[config.mk]
export PLATFORM = sky130hd
export DESIGN_NAME = dual_class_free_list
export DESIGN_NICKNAME = d
export VERILOG_FILES = /design/src/rtl/frl_pkg.sv /design/src/rtl/frl_pool.sv /design/src/rtl/frl_scoreboard.sv /design/src/rtl/dual_class_free_list.sv
export SDC_FILE = /design/constraint.sdc
export NUM_CORES = 1
export LEC_CHECK = 0
export BUFFER_PORTS_ARGS = -buffer_cell sky130_fd_sc_hd__buf_2
export CAP_MARGIN = 5
export CORE_MARGIN = 4
export CORE_UTILIZATION = 57
export CTS_BUF_LIST = sky130_fd_sc_hd__clkbuf_2
export DETAILED_ROUTE_END_ITERATION = 12
export PLACE_DENSITY = 0.86
export SYNTH_ARGS = -nofsm -noshare
export SYNTH_HDL_FRONTEND = slang
export SYNTH_SLANG_ARGS = --single-unit
[constraint.sdc]
create_clock -name clk -period 4.7 [get_ports clk]
set_input_delay 0.235 -clock clk [delete_from_list [all_inputs] [get_ports clk]]
set_output_delay 0.235 -clock clk [all_outputs]
set_load 0.01 [all_outputs]
[src/rtl/frl_pkg.sv]
package frl_pkg;

  // Width of a counter that must hold values 0..n inclusive.
  function automatic int cnt_width(input int n);
    return (n < 1) ? 1 : $clog2(n + 1);
  endfunction

  // Width of a pointer into a ring of depth entries.
  function automatic int ptr_width(input int depth);
    return (depth < 2) ? 1 : $clog2(depth);
  endfunction

  // Kind of request seen by a pool slot in one cycle.
  typedef enum logic [1:0] {
    PUSH_NONE = 2'd0,
    PUSH_ONE  = 2'd1,
    PUSH_TWO  = 2'd2
  } push_kind_e;

endpackage

[src/rtl/frl_pool.sv]
module frl_pool #(
  parameter int IDX_W = 4,
  parameter int DEPTH = 8,
  parameter int BASE  = 0,
  parameter int LOG   = 4,
  parameter int CNT_W = frl_pkg::cnt_width(DEPTH)
) (
  input  logic             clk,
  input  logic             rst_n,
  input  logic             pop_req,
  output logic             head_vld,
  output logic [IDX_W-1:0] head_idx,
  input  logic             push0_en,
  input  logic [IDX_W-1:0] push0_idx,
  input  logic             push1_en,
  input  logic [IDX_W-1:0] push1_idx,
  output logic [CNT_W-1:0] cnt
);
  import frl_pkg::*;

  localparam int PTR_W     = ptr_width(DEPTH);
  localparam int INIT_FREE = DEPTH - LOG;

  logic [IDX_W-1:0] ring_q [DEPTH];
  logic [PTR_W-1:0] rd_q, rd_n, wr_q, wr_n, wr1_ptr;
  logic [CNT_W-1:0] cnt_q, cnt_n;
  logic [CNT_W:0]   space, need1;
  logic             pop, acc0, acc1;
  push_kind_e       kind;

  function automatic logic [PTR_W-1:0] ptr_inc(input logic [PTR_W-1:0] p);
    return (p == PTR_W'(DEPTH - 1)) ? '0 : p + 1'b1;
  endfunction

  // next-state logic
  always_comb begin
    pop     = pop_req && (cnt_q != '0);
    space   = (CNT_W+1)'(DEPTH) - {1'b0, cnt_q} + (CNT_W+1)'(pop);
    acc0    = push0_en && (space != '0);
    need1   = acc0 ? (CNT_W+1)'(2) : (CNT_W+1)'(1);
    acc1    = push1_en && (space >= need1);
    wr1_ptr = acc0 ? ptr_inc(wr_q) : wr_q;
    wr_n    = acc1 ? ptr_inc(wr1_ptr) : wr1_ptr;
    rd_n    = pop ? ptr_inc(rd_q) : rd_q;
    cnt_n   = cnt_q - CNT_W'(pop) + CNT_W'(acc0) + CNT_W'(acc1);
    if (acc0 && acc1)      kind = PUSH_TWO;
    else if (acc0 || acc1) kind = PUSH_ONE;
    else                   kind = PUSH_NONE;
  end

  // pointer and occupancy registers
  always_ff @(posedge clk or negedge rst_n) begin
    if (!rst_n) begin
      rd_q  <= '0;
      wr_q  <= PTR_W'(INIT_FREE % DEPTH);
      cnt_q <= CNT_W'(INIT_FREE);
    end else begin
      rd_q  <= rd_n;
      cnt_q <= cnt_n;
      if (kind != PUSH_NONE) wr_q <= wr_n;
    end
  end

  // storage, one clock enable per slot
  for (genvar s = 0; s < DEPTH; s++) begin : g_slot
    logic             we;
    logic [IDX_W-1:0] wd;
    always_comb begin
      we = 1'b0;
      wd = ring_q[s];
      if (acc0 && (wr_q == PTR_W'(s))) begin
        we = 1'b1;
        wd = push0_idx;
      end
      if (acc1 && (wr1_ptr == PTR_W'(s))) begin
        we = 1'b1;
        wd = push1_idx;
      end
    end
    always_ff @(posedge clk or negedge rst_n) begin
      if (!rst_n) begin
        ring_q[s] <= (s < INIT_FREE) ? IDX_W'(BASE + LOG + s) : '0;
      end else if (we) begin
        ring_q[s] <= wd;
      end
    end
  end

  assign head_vld = (cnt_q != '0);
  assign head_idx = ring_q[rd_q];
  assign cnt      = cnt_q;

endmodule

[src/rtl/frl_scoreboard.sv]
module frl_scoreboard #(
  parameter int NREG     = 14,
  parameter int IDX_W    = 4,
  parameter int INT_LOG  = 4,
  parameter int INT_PHYS = 8,
  parameter int FP_LOG   = 3
) (
  input  logic             clk,
  input  logic             rst_n,
  input  logic             clr0_en,
  input  logic [IDX_W-1:0] clr0_idx,
  input  logic             clr1_en,
  input  logic [IDX_W-1:0] clr1_idx,
  input  logic             set0_en,
  input  logic [IDX_W-1:0] set0_idx,
  input  logic             set1_en,
  input  logic [IDX_W-1:0] set1_idx,
  input  logic             set2_en,
  input  logic [IDX_W-1:0] set2_idx,
  output logic             dbl_alloc_hit,
  output logic             dbl_free_hit
);
  logic [NREG-1:0] free_q, free_n;

  function automatic logic bit_at(input logic [NREG-1:0] v, input logic [IDX_W-1:0] i);
    return (int'(i) < NREG) ? v[i] : 1'b0;
  endfunction

  always_comb begin
    dbl_alloc_hit = (clr0_en && !bit_at(free_q, clr0_idx)) ||
                    (clr1_en && !bit_at(free_q, clr1_idx));
    dbl_free_hit  = (set0_en && bit_at(free_q, set0_idx)) ||
                    (set1_en && (bit_at(free_q, set1_idx) ||
                                 (set0_en && (set1_idx == set0_idx)))) ||
                    (set2_en && (bit_at(free_q, set2_idx) ||
                                 (set0_en && (set2_idx == set0_idx))));
    free_n = free_q;
    for (int i = 0; i < NREG; i++) begin
      if (clr0_en && (int'(clr0_idx) == i)) free_n[i] = 1'b0;
      if (clr1_en && (int'(clr1_idx) == i)) free_n[i] = 1'b0;
    end
    for (int i = 0; i < NREG; i++) begin
      if (set0_en && (int'(set0_idx) == i)) free_n[i] = 1'b1;
      if (set1_en && (int'(set1_idx) == i)) free_n[i] = 1'b1;
      if (set2_en && (int'(set2_idx) == i)) free_n[i] = 1'b1;
    end
  end

  always_ff @(posedge clk or negedge rst_n) begin
    if (!rst_n) begin
      for (int i = 0; i < NREG; i++) begin
        free_q[i] <= ((i >= INT_LOG) && (i < INT_PHYS)) || (i >= INT_PHYS + FP_LOG);
      end
    end else begin
      free_q <= free_n;
    end
  end

endmodule

[src/rtl/dual_class_free_list.sv]
module dual_class_free_list #(
  parameter  int INT_LOG   = 4,
  parameter  int INT_PHYS  = 8,
  parameter  int FP_LOG    = 3,
  parameter  int FP_PHYS   = 6,
  localparam int TOTAL     = INT_PHYS + FP_PHYS,
  localparam int IDX_W     = frl_pkg::ptr_width(TOTAL),
  localparam int INT_CNT_W = frl_pkg::cnt_width(INT_PHYS),
  localparam int FP_CNT_W  = frl_pkg::cnt_width(FP_PHYS)
) (
  input  logic                 clk,
  input  logic                 rst_n,
  input  logic                 int_alloc_req,
  output logic                 int_alloc_vld,
  output logic [IDX_W-1:0]     int_alloc_idx,
  input  logic                 fp_alloc_req,
  output logic                 fp_alloc_vld,
  output logic [IDX_W-1:0]     fp_alloc_idx,
  input  logic                 any_rel_en,
  input  logic [IDX_W-1:0]     any_rel_idx,
  input  logic                 int_rel_en,
  input  logic [IDX_W-1:0]     int_rel_idx,
  input  logic                 fp_rel_en,
  input  logic [IDX_W-1:0]     fp_rel_idx,
  output logic                 int_nonempty,
  output logic                 fp_nonempty,
  output logic [INT_CNT_W-1:0] int_free_cnt,
  output logic [FP_CNT_W-1:0]  fp_free_cnt,
  output logic                 empty_alloc_err,
  output logic                 dbl_alloc_err,
  output logic                 dbl_free_err
);

  logic             any_to_int, any_to_fp, int_port_ok, fp_port_ok;
  logic             int_head_vld, fp_head_vld;
  logic [IDX_W-1:0] int_head, fp_head;
  logic             dbl_alloc_hit, dbl_free_hit, empty_hit;
  logic             empty_err_q, dbl_alloc_err_q, dbl_free_err_q;
  logic             empty_err_n, dbl_alloc_err_n, dbl_free_err_n;

  // release steering by index range
  always_comb begin
    any_to_int  = any_rel_en && ({1'b0, any_rel_idx} < (IDX_W+1)'(INT_PHYS));
    any_to_fp   = any_rel_en && ({1'b0, any_rel_idx} >= (IDX_W+1)'(INT_PHYS)) &&
                  ({1'b0, any_rel_idx} < (IDX_W+1)'(TOTAL));
    int_port_ok = int_rel_en && ({1'b0, int_rel_idx} < (IDX_W+1)'(INT_PHYS));
    fp_port_ok  = fp_rel_en && ({1'b0, fp_rel_idx} >= (IDX_W+1)'(INT_PHYS)) &&
                  ({1'b0, fp_rel_idx} < (IDX_W+1)'(TOTAL));
  end

  frl_pool #(
    .IDX_W(IDX_W), .DEPTH(INT_PHYS), .BASE(0), .LOG(INT_LOG), .CNT_W(INT_CNT_W)
  ) u_int_pool (
    .clk      (clk),
    .rst_n    (rst_n),
    .pop_req  (int_alloc_req),
    .head_vld (int_head_vld),
    .head_idx (int_head),
    .push0_en (any_to_int),
    .push0_idx(any_rel_idx),
    .push1_en (int_port_ok),
    .push1_idx(int_rel_idx),
    .cnt      (int_free_cnt)
  );

  frl_pool #(
    .IDX_W(IDX_W), .DEPTH(FP_PHYS), .BASE(INT_PHYS), .LOG(FP_LOG), .CNT_W(FP_CNT_W)
  ) u_fp_pool (
    .clk      (clk),
    .rst_n    (rst_n),
    .pop_req  (fp_alloc_req),
    .head_vld (fp_head_vld),
    .head_idx (fp_head),
    .push0_en (any_to_fp),
    .push0_idx(any_rel_idx),
    .push1_en (fp_port_ok),
    .push1_idx(fp_rel_idx),
    .cnt      (fp_free_cnt)
  );

  assign int_alloc_vld = int_alloc_req && int_head_vld;
  assign fp_alloc_vld  = fp_alloc_req && fp_head_vld;
  assign int_alloc_idx = int_alloc_vld ? int_head : '0;
  assign fp_alloc_idx  = fp_alloc_vld ? fp_head : '0;
  assign int_nonempty  = int_head_vld;
  assign fp_nonempty   = fp_head_vld;

  frl_scoreboard #(
    .NREG(TOTAL), .IDX_W(IDX_W), .INT_LOG(INT_LOG), .INT_PHYS(INT_PHYS), .FP_LOG(FP_LOG)
  ) u_sb (
    .clk          (clk),
    .rst_n        (rst_n),
    .clr0_en      (int_alloc_vld),
    .clr0_idx     (int_head),
    .clr1_en      (fp_alloc_vld),
    .clr1_idx     (fp_head),
    .set0_en      (any_to_int || any_to_fp),
    .set0_idx     (any_rel_idx),
    .set1_en      (int_port_ok),
    .set1_idx     (int_rel_idx),
    .set2_en      (fp_port_ok),
    .set2_idx     (fp_rel_idx),
    .dbl_alloc_hit(dbl_alloc_hit),
    .dbl_free_hit (dbl_free_hit)
  );

  // sticky error flags: next state
  always_comb begin
    empty_hit       = (int_alloc_req && !int_head_vld) || (fp_alloc_req && !fp_head_vld);
    empty_err_n     = empty_err_q || empty_hit;
    dbl_alloc_err_n = dbl_alloc_err_q || dbl_alloc_hit;
    dbl_free_err_n  = dbl_free_err_q || dbl_free_hit;
  end

  always_ff @(posedge clk or negedge rst_n) begin
    if (!rst_n) begin
      empty_err_q     <= 1'b0;
      dbl_alloc_err_q <= 1'b0;
      dbl_free_err_q  <= 1'b0;
    end else begin
      empty_err_q     <= empty_err_n;
      dbl_alloc_err_q <= dbl_alloc_err_n;
      dbl_free_err_q  <= dbl_free_err_n;
    end
  end

  assign empty_alloc_err = empty_err_q;
  assign dbl_alloc_err   = dbl_alloc_err_q;
  assign dbl_free_err    = dbl_free_err_q;

endmodule

==> results of run 1 <==
==> layout make-up <==
class                           count  area [µm²]
Clock buffer                        9        45.0
Clock inverter                      7        72.6
Fill cell                         869        4080
Inverter                           47         176
Multi-Input combinational cell    463        3660
Sequential cell                    92        2340
Tap cell                          140         175
Timing Repair Buffer               56         343
==> layout by cell type, fill, tap and decap left out, types with 6 or more instances in the layout <==
cell type	n
a21oi_1	19
o21ai_0	28
mux2i_1	40
dfrtp_1	63
buf_4	7
inv_1	47
a221o_1	8
nand3b_1	6
nand4_1	20
mux4_2	17
ha_1	32
clkbuf_2	9
mux2_2	30
dlygate4sd3_1	9
dfstp_2	29
nor2_1	42
nand3_1	19
and3_1	17
a22oi_1	15
xor2_1	11
o221ai_1	12
nor2b_1	8
buf_2	40
nand2_1	54
nand2b_1	11
==> worst paths after layout <==
check / startpoint / to / slack, ns / cells past startpoint
max: u_int_pool.cnt[2] / u_int_pool.cnt[2] / 0.49 / 22
min: any_rel_idx[3] / u_sb.free_q[12] / 0.09 / 3
max reg2reg: u_int_pool.cnt[2] / u_int_pool.cnt[2] / 0.49 / 22
min reg2reg: u_int_pool.ring_q[23] / u_int_pool.ring_q[23] / 0.51 / 2
max in group asynchronous: rst_n / u_fp_pool.ring_q[20] / 3.47 / 3
min in group asynchronous: rst_n / u_fp_pool.wr_q[2] / 0.18 / 2
==> power by group through the flow <==
stage                     sequential (mW)  clock (mW)  combinational [mW]
after floorplan                      1.41           0                1.97
after global placement               1.58           0                2.33
after detailed placement             1.61           0                2.43
after CTS                            1.59       0.421                2.46
after global routing                 1.65       0.460                2.75
final                                1.61       0.419                2.50
==> registers in the layout, summed over array words and instances, names as in the netlist <==
| name | count |
|---|---|
| u_fp_pool.cnt | 3 |
| empty_alloc_err | 1 |
| u_sb.free_q | 14 |
| u_int_pool.cnt | 4 |
| u_int_pool.wr_q | 3 |
| u_int_pool.rd_q | 3 |
| dbl_free_err | 1 |
| u_fp_pool.ring_q | 24 |
| dbl_alloc_err | 1 |
| u_fp_pool.rd_q | 3 |
| u_fp_pool.wr_q | 3 |
| u_int_pool.ring_q | 32 |
==> stage by stage <==
| step | std cells | utilization [%] | hold slack (ns) | instance area [µm²] | setup slack, ns |
|---|---|---|---|---|---|
| after floorplan | 644 | - | -0.0606 | 6360 | 0.145 |
| after global placement | 788 | 60.6 | 0.312 | 6600 | 0.818 |
| after detailed placement | 788 | 60.6 | 0.325 | 6600 | 0.518 |
| after CTS | 813 | 62.5 | 0.0268 | 6810 | 0.491 |
| after global routing | 814 | 62.6 | 0.0365 | 6810 | 0.0655 |
| final | 814 | 62.6 | 0.0882 | 6810 | 0.486 |
==> cells by family (layout without fill, tap and decap cells) <==
logic type,count (synthesis),in the layout,share of synthesized area [%]
AO/OA/AOI/OAI,121,121,13.8
XOR/XNOR,16,16,2.20
adder cells (fa/ha/maj),36,36,7.56
buffers and inverters,89,119,5.65
flip-flops,92,92,36.8
multiplexers,89,89,18.2
AND/OR/NAND/NOR,201,201,15.8
==> per-layer routing <==
layer | vias up | track usage [%] | wire [µm]
li1 | 2392 | - | -
met1 | 2640 | 35.7 | 6690
met2 | 305 | 41.7 | 7930
met3 | 64 | 7.21 | 1640
met4 | 0 | 10.6 | 570
met5 | - | 0 | 0
==> critical path, delay by kind of cell (launching register included) <==
kind / cells / cell delay, ns
DFF: 1 / 0.62
buffers and inverters: 6 / 0.64
and+or+nand+nor: 6 / 0.72
adders and majority gates: 6 / 1.39
AOI/OAI and AO/OA: 3 / 0.66
xor gates and xnor gates: 1 / 0.16
==> Yosys cell counts, drive strengths merged, types with 4 or more instances <==
| master | number |
|---|---|
| dfrtp | 63 |
| nand2 | 54 |
| inv | 47 |
| nor2 | 42 |
| mux2i | 41 |
| ha | 32 |
| mux2 | 31 |
| o21ai | 30 |
| clkbuf | 29 |
| dfstp | 29 |
| nand4 | 20 |
| a21oi | 19 |
| nand3 | 19 |
| and3 | 17 |
| mux4 | 17 |
| a22oi | 16 |
| buf | 13 |
| o221ai | 12 |
| nand2b | 11 |
| xor2 | 11 |
| a221o | 8 |
| nor2b | 8 |
| nand3b | 6 |
| and2 | 5 |
| nor3 | 5 |
| xnor2 | 5 |
| a211o | 4 |
| fa | 4 |
| nor4 | 4 |
| o211ai | 4 |
| o22ai | 4 |
==> repair_timing <==
item	CTS	global route
endpoints found under the hold margin	44	0
resized for setup	0	0
hold buffers	9	0
==> impl_metrics.csv, run 1 <==
group,metric,value,unit
clock_tree,post_cts_buffers,0,
synth,async_reset_ff_share,100,%
floorplan,ios,41,
sta,finalCritPeriodShare,89.7,%
sta,min_period,4.21,ns
sta,hold_viol,0,
sta,slew_headroom,46.2,%
clock_tree,cts_tree,"done",
finish,drive_above_1_share,21.8,%
critical_path,endpoint_kind,"flop",
synth,ys.flop_type,"dfrtp_1",
clock_tree,htreeDepth,3,
floorplan,rows,38,
sta,setup-tns-final,0,ns
floorplan,fp.dieArea,12900,µm²
detailed_routing,via_per_inst,6.64,
synth,ys_ff_latch,92,
critical_path,critPathRequiredTime,5.21,ns
critical_path,crit_arrival,4.72,ns
sta,rsz0062_at_grt,"no",
min_path,min_path_type,"primary input to flop",
status,status,"finished, final reports clean",
power,worst_ir_drop_vdd,0.000419,V
synth,ys_seq_area_share,36.8,%
floorplan,coreArea,10900,µm²
synth,yosys-top-cells-area,"dfrtp_1 25%, dfstp_2 12%, ha_1 6.3%, mux2i_1 6.3%, mux4_2 6.0%",
detailed_routing,wirelength,16800,µm
clock_tree,cts_buffers,9,
power,p_sw_share,45.6,%
power,leakagePower,3.14,nW
power,power_density,664,nW/µm²
place,place_congestion,0.986,
clock_tree,cts_buffer_depth,2,
synth,syn_area,6360,µm²
synth,yosys.area.top_type,"dfrtp_1",
floorplan,start_util,58.4,%
clock_tree,clk_pin_slew,0.27,ns
power,total_power,4.53,mW
detailed_routing,routedWlPerCell,20.7,µm
global_route,antenna_found_initial,0,
clock_tree,cts.sinks,92,
global_route,overflow,0,
sta,slew_violations,0,
critical_path,cp_slowest_cell,"dfstp_2",
synth,synth.distinct_cells,62,
power,switchingPower,2.06,mW
finish,fin_nets,724,
place,dp_hpwl,12200,µm
floorplan,die_w,114,µm
synth,avgSynthCellArea,9.87,µm²
detailed_routing,dr_total_vias,5401,
critical_path,crit_path_max_incr_delay,0.62,ns
synth,synthCells,644,
clock_tree,cts_root_buf,"clkbuf_2",
critical_path,crit_top_cell,"inv_1",
global_route,grt_first_pass_wirelength,27500,µm
floorplan,fp.dieH,114,µm
power,internal_power,2.46,mW
synth,yosysWarnings,0,
power,seqPwrFrac,35.6,%
sta,tightest_slew,0.795,ns
detailed_routing,drt_iter0_drc,539,
sta,fmax,237,MHz
finish,area_delta_synth_final,7.12,%
critical_path,start_kind,"flop",
sta,setup_violations,0,
job,max_cap_viol_count,0,
global_route,track_usage,26.7,%
sta,fin_skew,0.0271,ns
place,portBuffers,40,
synth,yosysTopAreaCellShare,24.8,%
global_route,grt_max_degree,52,
critical_path,critPathKind,"flop to flop",
detailed_routing,first_pass_iters,5,
finish,diodes,0,
detailed_routing,drtAntennaViolNets,0,
power,power_frac_comb,55.2,%
clock_tree,insertion_delay,0.58,ns
critical_path,crit_chain,"inv_1, ha_1, nand3_1, nand2_1, ha_1, inv_1, ha_1, nand2_1, nor4_1, a31oi_1, o311a_1, buf_4, inv_1, ha_1, nand2b_1, a211oi_1, nor2b_1, inv_1, fa_1, inv_1, fa_1, xnor2_1",
critical_path,crit_fanout,14,
synth,syn_nets,699,
synth,synth-edff-count,0,
power,clkPwrFrac,9.3,%
detailed_routing,drc,0,
global_route,grt_pass1_vias,5423,
(Power assumes the default switching activity.)
==> run 2: changes to the inputs <==
--- a/config.mk
+++ b/config.mk
@@ -8,10 +8,11 @@
 export BUFFER_PORTS_ARGS = -buffer_cell sky130_fd_sc_hd__buf_2
 export CAP_MARGIN = 5
 export CORE_MARGIN = 4
-export CORE_UTILIZATION = 57
+export CORE_UTILIZATION = 58
 export CTS_BUF_LIST = sky130_fd_sc_hd__clkbuf_2
 export DETAILED_ROUTE_END_ITERATION = 12
 export PLACE_DENSITY = 0.86
 export SYNTH_ARGS = -nofsm -noshare
 export SYNTH_HDL_FRONTEND = slang
+export SYNTH_HIERARCHICAL = 1
 export SYNTH_SLANG_ARGS = --single-unit
==> run 2 against run 1 <==
Clock power grew 4%. Maximum frequency fell by 1.9%. Critical path depth shrank 2. Sequential share of layout area shrank 3.2 points. Clock-buffer cell count rose by 1. Register-to-register slack got worse by 0.08 ns. Core utilization grew 0.23 points. Synthesized area rose by 11%. Critical endpoint is now u_int_pool/cnt[1]. Largest cell class unchanged.
==> impl_metrics.csv, run 2 <==
group,metric,value,unit
detailed_routing,routedWlPerCell,22.3,µm
global_route,overflow,0,
floorplan,fp.dieH,118,µm
place,place_congestion,0.946,
clock_tree,cts.sinks,92,
power,worst_ir_drop_vdd,0.000379,V
critical_path,endpoint_kind,"flop",
critical_path,crit_buf_inv,5,
critical_path,path_delay_family,"adder cells",
critical_path,crit_fanout,7,
finish,diodes,0,
finish,fin_nets,717,
power,leakagePower,3.28,nW
floorplan,coreArea,12000,µm²
clock_tree,insertion_delay,0.63,ns
finish,multi_input_area,4400,µm²
place,placed_cell_area,7310,µm²
detailed_routing,via_per_inst,6.71,
sta,tightest_slew,0.991,ns
finish,layout_commonest_cell,"dfrtp_1",
finish,regMostFlops,"u_int_pool/ring_q",
place,dp_hpwl,13100,µm
synth,syn_area,7050,µm²
synth,synth.distinct_cells,67,
clock_tree,cts_resized,0,
sta,rsz0062_at_grt,"no",
synth,syn_nets,685,
critical_path,start_kind,"flop",
synth,yosysWarnings,6,
clock_tree,post_cts_buffers,0,
synth,yosys-top-cells-area,"dfrtp_1 22%, dfstp_2 11%, mux2_2 8.8%, mux4_2 7.7%, mux2_1 6.1%",
status,status,"finished, final reports clean",
synth,yosys.area.top_type,"dfrtp_1",
critical_path,crit_path_max_incr_delay,0.62,ns
detailed_routing,wirelength,18200,µm
synth,async_reset_ff_share,100,%
sta,finalCritPeriodShare,91.4,%
sta,setup_violations,0,
synth,ys_ff_latch,92,
floorplan,fp.dieArea,14000,µm²
clock_tree,cts_buffers,9,
finish,drive_above_1_share,33.0,%
detailed_routing,drt_iter0_drc,403,
sta,slew_headroom,33.9,%
job,max_cap_viol_count,0,
sta,fin_skew,0.0272,ns
clock_tree,cts_root_buf,"clkbuf_2",
synth,avgSynthCellArea,11.2,µm²
global_route,track_usage,26.7,%
global_route,grt_pass1_vias,5534,
finish,seqCellArea,2340,µm²
min_path,min_path_type,"primary input to flop",
finish,largestRegisters,"u_int_pool/ring_q: 32 flops, u_fp_pool/ring_q: 24 flops, u_sb/free_q: 14 flops",
clock_tree,htreeDepth,3,
floorplan,ios,41,
finish,area_delta_synth_final,6.51,%
floorplan,rows,40,
sta,fmax,233,MHz
clock_tree,clk_pin_slew,0.26,ns
critical_path,cp_slowest_cell,"dfstp_2",
sta,hold_viol,0,
synth,synth_commonest_cells,"63 x dfrtp_1, 55 x mux2_2, 48 x nand2_1",
finish,final_area,7510,µm²
global_route,grt_max_degree,55,
critical_path,critPathRequiredTime,5.29,ns
detailed_routing,dr_total_vias,5461,
sta,setup-tns-final,0,ns
place,portBuffers,40,
synth,synth_most_common_cell,"dfrtp_1",
synth,synth-edff-count,0,
power,power_density,679,nW/µm²
finish,num-fill-cells,940,
synth,synthCells,630,
critical_path,crit_top_cell,"inv_1",
global_route,grt_first_pass_wirelength,29700,µm
synth,ys.flop_type,"dfrtp_1",
critical_path,crit_chain,"inv_1, ha_1, nand2_1, nand2_1, ha_1, inv_1, ha_1, nand2b_1, nor3_2, a21oi_4, inv_1, ha_1, nand2b_1, a21oi_1, o21ai_0, and2_1, fa_1, inv_1, fa_1, inv_1",
synth,ys_seq_area_share,33.2,%
finish,largest_reg_flops,32,
critical_path,critPathKind,"flop to flop",
synth,yosysTopAreaCellShare,22.4,%
sta,min_period,4.29,ns
clock_tree,cts_buffer_depth,2,
global_route,antenna_found_initial,0,
floorplan,start_util,59.0,%
detailed_routing,drtAntennaViolNets,0,
floorplan,die_w,118,µm
detailed_routing,drc,0,
sta,slew_violations,0,
detailed_routing,first_pass_iters,5,
clock_tree,cts_tree,"done",
finish,final_cell_mix,"63 x dfrtp_1, 55 x mux2_2, 48 x nand2_1, 39 x buf_2, 38 x mux2_1",
critical_path,crit_arrival,4.88,ns
run 2: path summary, 6_finish.rpt:
check                      slack [ns]                    end              start  cells past startpoint
max in group asynchronous        3.57  u_int_pool/ring_q[13]              rst_n                      3
max reg2reg                      0.41      u_int_pool/cnt[1]  u_int_pool/cnt[2]                     20
min reg2reg                      0.50           dbl_free_err       dbl_free_err                      1
min                              0.05        u_sb/free_q[13]      fp_rel_idx[3]                      3
max                              0.41      u_int_pool/cnt[1]  u_int_pool/cnt[2]                     20
min in group asynchronous        0.08        empty_alloc_err              rst_n                      2
run 2: final cells by class:
cell class,count,area share [%]
Tap cell,147,2.45
Inverter,37,1.92
Sequential cell,92,31.1
Multi-Input combinational cell,469,58.6
Clock buffer,10,0.666
Clock inverter,6,0.966
Timing Repair Buffer,53,4.26
run 2: kinds of logic (layout without fill, tap and decap cells):
group                      Yosys count  count (layout)  share of synthesized area [%]
buffers and inverters               69             106                           4.42
AOI/OAI and AO/OA                   67              67                           7.43
xor gates and xnor gates            17              17                           2.11
DFF                                 92              92                           33.2
and+or+nand+nor                    190             190                           15.0
adders and majority gates           37              37                           6.96
muxes                              158             158                           30.9
run 2: timing repair:
action,4_1_cts,5_1_grt
hold buffers,6,2
endpoints found under the hold margin,42,3
setup endpoints to repair,0,0
run 2: worst reg2reg max path, delay by kind of cell (launching register included):
family          cells  cell delay [ns]
buf+inv             5             0.40
flops               1             0.62
compound gates      3             0.36
fa+ha+maj           6             1.75
simple gates        6             1.15
run 2: routing by layer:
| layer | routed length [µm] | vias to the layer above | track usage, % |
|---|---|---|---|
| li1 | - | 2387 | - |
| met1 | 7400 | 2744 | 34.4 |
| met4 | 643 | 0 | 10.6 |
| met2 | 8610 | 272 | 43.1 |
| met5 | 0 | - | 0 |
| met3 | 1530 | 58 | 7.03 |
run 2: metrics by stage:
stage                     worst slack [ns]  utilization, %  total power, mW  hold WS (ns)  std cells
after floorplan                      0.423               -             3.89       -0.0606        630
after CTS                            0.415            62.6             5.07        0.0141        812
final                                0.405            62.8             5.10        0.0522        814
after global routing                0.0502            62.8             5.46       0.00571        814
after detailed placement             0.467            61.1             4.62         0.243        790
after global placement               0.667            61.1             4.45         0.238        790
run 2: report_power, final:
part / switching [mW] / internal (mW)
clock: 0.303 / 0.131
combinational: 1.42 / 1.52
sequential: 0.451 / 1.27
==> run 3: changes to the inputs <==
--- a/config.mk
+++ b/config.mk
@@ -8,11 +8,11 @@
 export BUFFER_PORTS_ARGS = -buffer_cell sky130_fd_sc_hd__buf_2
 export CAP_MARGIN = 5
 export CORE_MARGIN = 4
-export CORE_UTILIZATION = 58
+export CORE_UTILIZATION = 57
 export CTS_BUF_LIST = sky130_fd_sc_hd__clkbuf_2
 export DETAILED_ROUTE_END_ITERATION = 12
 export PLACE_DENSITY = 0.86
+export RECOVER_POWER = 50
 export SYNTH_ARGS = -nofsm -noshare
 export SYNTH_HDL_FRONTEND = slang
-export SYNTH_HIERARCHICAL = 1
 export SYNTH_SLANG_ARGS = --single-unit
==> run 3 against run 2 <==
The run now ends with max-capacitance violations, max-slew violations left. Clock power down 3%. Sequential share of layout area up 3.3 points. Largest cell class unchanged. Non-clock buffer count is 3 higher. Highest routed layer unchanged.
==> impl_metrics.csv, run 3 (same netlist as run 1, synthesis figures left out) <==
group,metric,value,unit
place,place_congestion,0.986,
finish,multi_input_area,3660,µm²
detailed_routing,drtAntennaViolNets,0,
clock_tree,cts_tree,"done",
global_route,grtUsageMet2,41.7,%
finish,drive_above_1_share,20.3,%
global_route,grtUsageMet1,35.7,%
sta,setup-tns-final,0,ns
clock_tree,cts_root_buf,"clkbuf_2",
sta,fin_skew,0.0293,ns
floorplan,die_w,114,µm
finish,final_area,6800,µm²
critical_path,cp-startpoint,"u_int_pool.cnt[2]",
place,placed_cells,788,
global_route,grt_util_met3,7.21,%
floorplan,rows,38,
detailed_routing,first_pass_iters,5,
clock_tree,cts_buffers,9,
global_route,track_usage,26.7,%
power,worst_ir_drop_vdd,0.000418,V
critical_path,critPathRequiredTime,5.21,ns
power,power_frac_comb,55.2,%
detailed_routing,dr_total_vias,5370,
detailed_routing,drc,0,
finish,seqCellArea,2340,µm²
sta,tightest_slew,3.04,ns
clock_tree,insertion_delay,0.58,ns
floorplan,fp.dieH,114,µm
critical_path,start_kind,"flop",
min_path,min_path_type,"primary input to flop",
sta,min_period,4.22,ns
critical_path,r2r_start,"u_int_pool.cnt[2]",
detailed_routing,via_per_inst,6.60,
sta,finalCritPeriodShare,89.7,%
finish,largest_reg_flops,32,
sta,whs,0.0836,ns
power,power_density,665,nW/µm²
sta,fmax,237,MHz
status,status,"finished with violations",
sta,setup_violations,0,
finish,regMostFlops,"u_int_pool.ring_q",
power,switchingPower,2.06,mW
global_route,antenna_found_initial,0,
place,portBuffers,40,
clock_tree,cts_resized,0,
status,violations,"max-capacitance violations, max-slew violations",
critical_path,cp_slowest_cell,"dfstp_2",
critical_path,crit_buf_inv,6,
critical_path,crit_arrival,4.73,ns
finish,fin_nets,724,
floorplan,ios,41,
power,clkPwrFrac,9.3,%
global_route,overflow,0,
job,max_cap_viol_count,1,
finish,area_delta_synth_final,6.89,%
clock_tree,clk_pin_slew,0.28,ns
sta,rsz0062_at_grt,"no",
finish,num-fill-cells,877,
critical_path,r2r_setup_slack,0.48,ns
critical_path,crit_top_cell,"inv_1",
clock_tree,htreeDepth,3,
detailed_routing,drt_iter0_drc,556,
floorplan,start_util,58.4,%
min_path,worstHoldStart,"any_rel_en",
detailed_routing,routedWlPerCell,20.7,µm
sta,slew_violations,52,
place,dp_hpwl,12200,µm
global_route,grt_pass1_vias,5423,
critical_path,crit_fanout,14,
finish,fin_cells,814,
finish,largestRegisters,"u_int_pool.ring_q: 32 flops, u_fp_pool.ring_q: 24 flops, u_sb.free_q: 14 flops",
critical_path,crit_chain,"inv_1, ha_1, nand3_1, nand2_1, ha_1, inv_1, ha_1, nand2_1, nor4_1, a31oi_1, o311a_1, buf_4, inv_1, ha_1, nand2b_1, a211oi_1, nor2b_1, inv_1, fa_1, inv_1, fa_1, xnor2_1",
finish,diodes,0,
clock_tree,cts_buffer_depth,2,
power,p_sw_share,45.7,%
critical_path,crit_path_max_incr_delay,0.62,ns
finish,final_cell_mix,"63 x dfrtp_1, 54 x nand2_1, 47 x inv_1, 42 x nor2_1, 40 x mux2i_1",
sta,slew_headroom,-103,%
global_route,grt_max_degree,52,
place,placed_cell_area,6600,µm²
power,seqPwrFrac,35.6,%
critical_path,critPathKind,"flop to flop",
sta,hold_viol,0,
global_route,grt.busiest_layer,"met2",
detailed_routing,wirelength,16900,µm
critical_path,endpoint_kind,"flop",
finish,layout_commonest_cell,"dfrtp_1",
floorplan,fp.dieArea,12900,µm²
clock_tree,cts.sinks,92,
power,leakagePower,3.12,nW
power,internal_power,2.45,mW
floorplan,coreArea,10900,µm²
finish,final_util,62.4,%
global_route,grt_first_pass_wirelength,27500,µm
critical_path,path_delay_family,"adder cells",
[run 3: cell count changes in the layout (fill, tap and decap cells not counted), moves of 8 or more]
cell,change
a21oi_1,+12
a22oi_1,-8
clkbuf_1,+8
inv_1,+16
mux2_1,-38
mux2_2,-25
mux2_4,-25
mux2i_1,+28
nand4_1,+16
nor2_1,+20
nor2b_1,-8
o21ai_0,+26
o221ai_1,+12
[run 3: what timing repair did]
item	CTS	global route
setup buffers	0	0
hold buffers	9	0
hold endpoints to repair	44	0
[run 3: metal layers]
metal | share of wire [%] | up-vias
li1 | - | 2395
met1 | 40 | 2637
met2 | 47 | 288
met3 | 9.3 | 50
met4 | 2.9 | 0
met5 | 0 | -
[run 3: power groups by stage]
stage,clock (mW),sequential (mW),combinational [mW]
floorplan,0,1.41,1.97
global placement,0,1.58,2.33
detailed placement,0,1.61,2.43
CTS,0.421,1.59,2.46
global route,0.460,1.65,2.74
finish,0.420,1.61,2.49
[run 3: per-stage QoR]
step | setup WS (ns) | total power [mW]
2_1_floorplan | 0.145 | 3.38
3_3_place_gp | 0.818 | 3.92
3_5_place_dp | 0.518 | 4.04
4_1_cts | 0.491 | 4.47
5_1_grt | 0.0655 | 4.85
6_report | 0.483 | 4.52
[run 3: worst min-delay path: stages]
cell and delay, ns:
buf_2 0.14, nand3b_1 0.18, o221ai_1 0.13
[run 3: area by class of cell]
class / count / area share (%)
inverter: 47 / 2.60
clock inverter: 7 / 1.07
multi-input combinational: 463 / 53.9
sequential: 92 / 34.4
tap: 140 / 2.58
clock buffer: 9 / 0.663
timing repair buffer: 56 / 4.82
[run 3: worst paths after layout]
path / to / cells after the start
worst max-delay path: u_int_pool.cnt[2] / 22
worst min-delay path: u_sb.free_q[13] / 3
worst max register to register: u_int_pool.cnt[2] / 22
worst min register to register: u_int_pool.ring_q[23] / 2
max in group asynchronous: u_fp_pool.ring_q[22] / 3
min in group asynchronous: u_fp_pool.wr_q[2] / 2
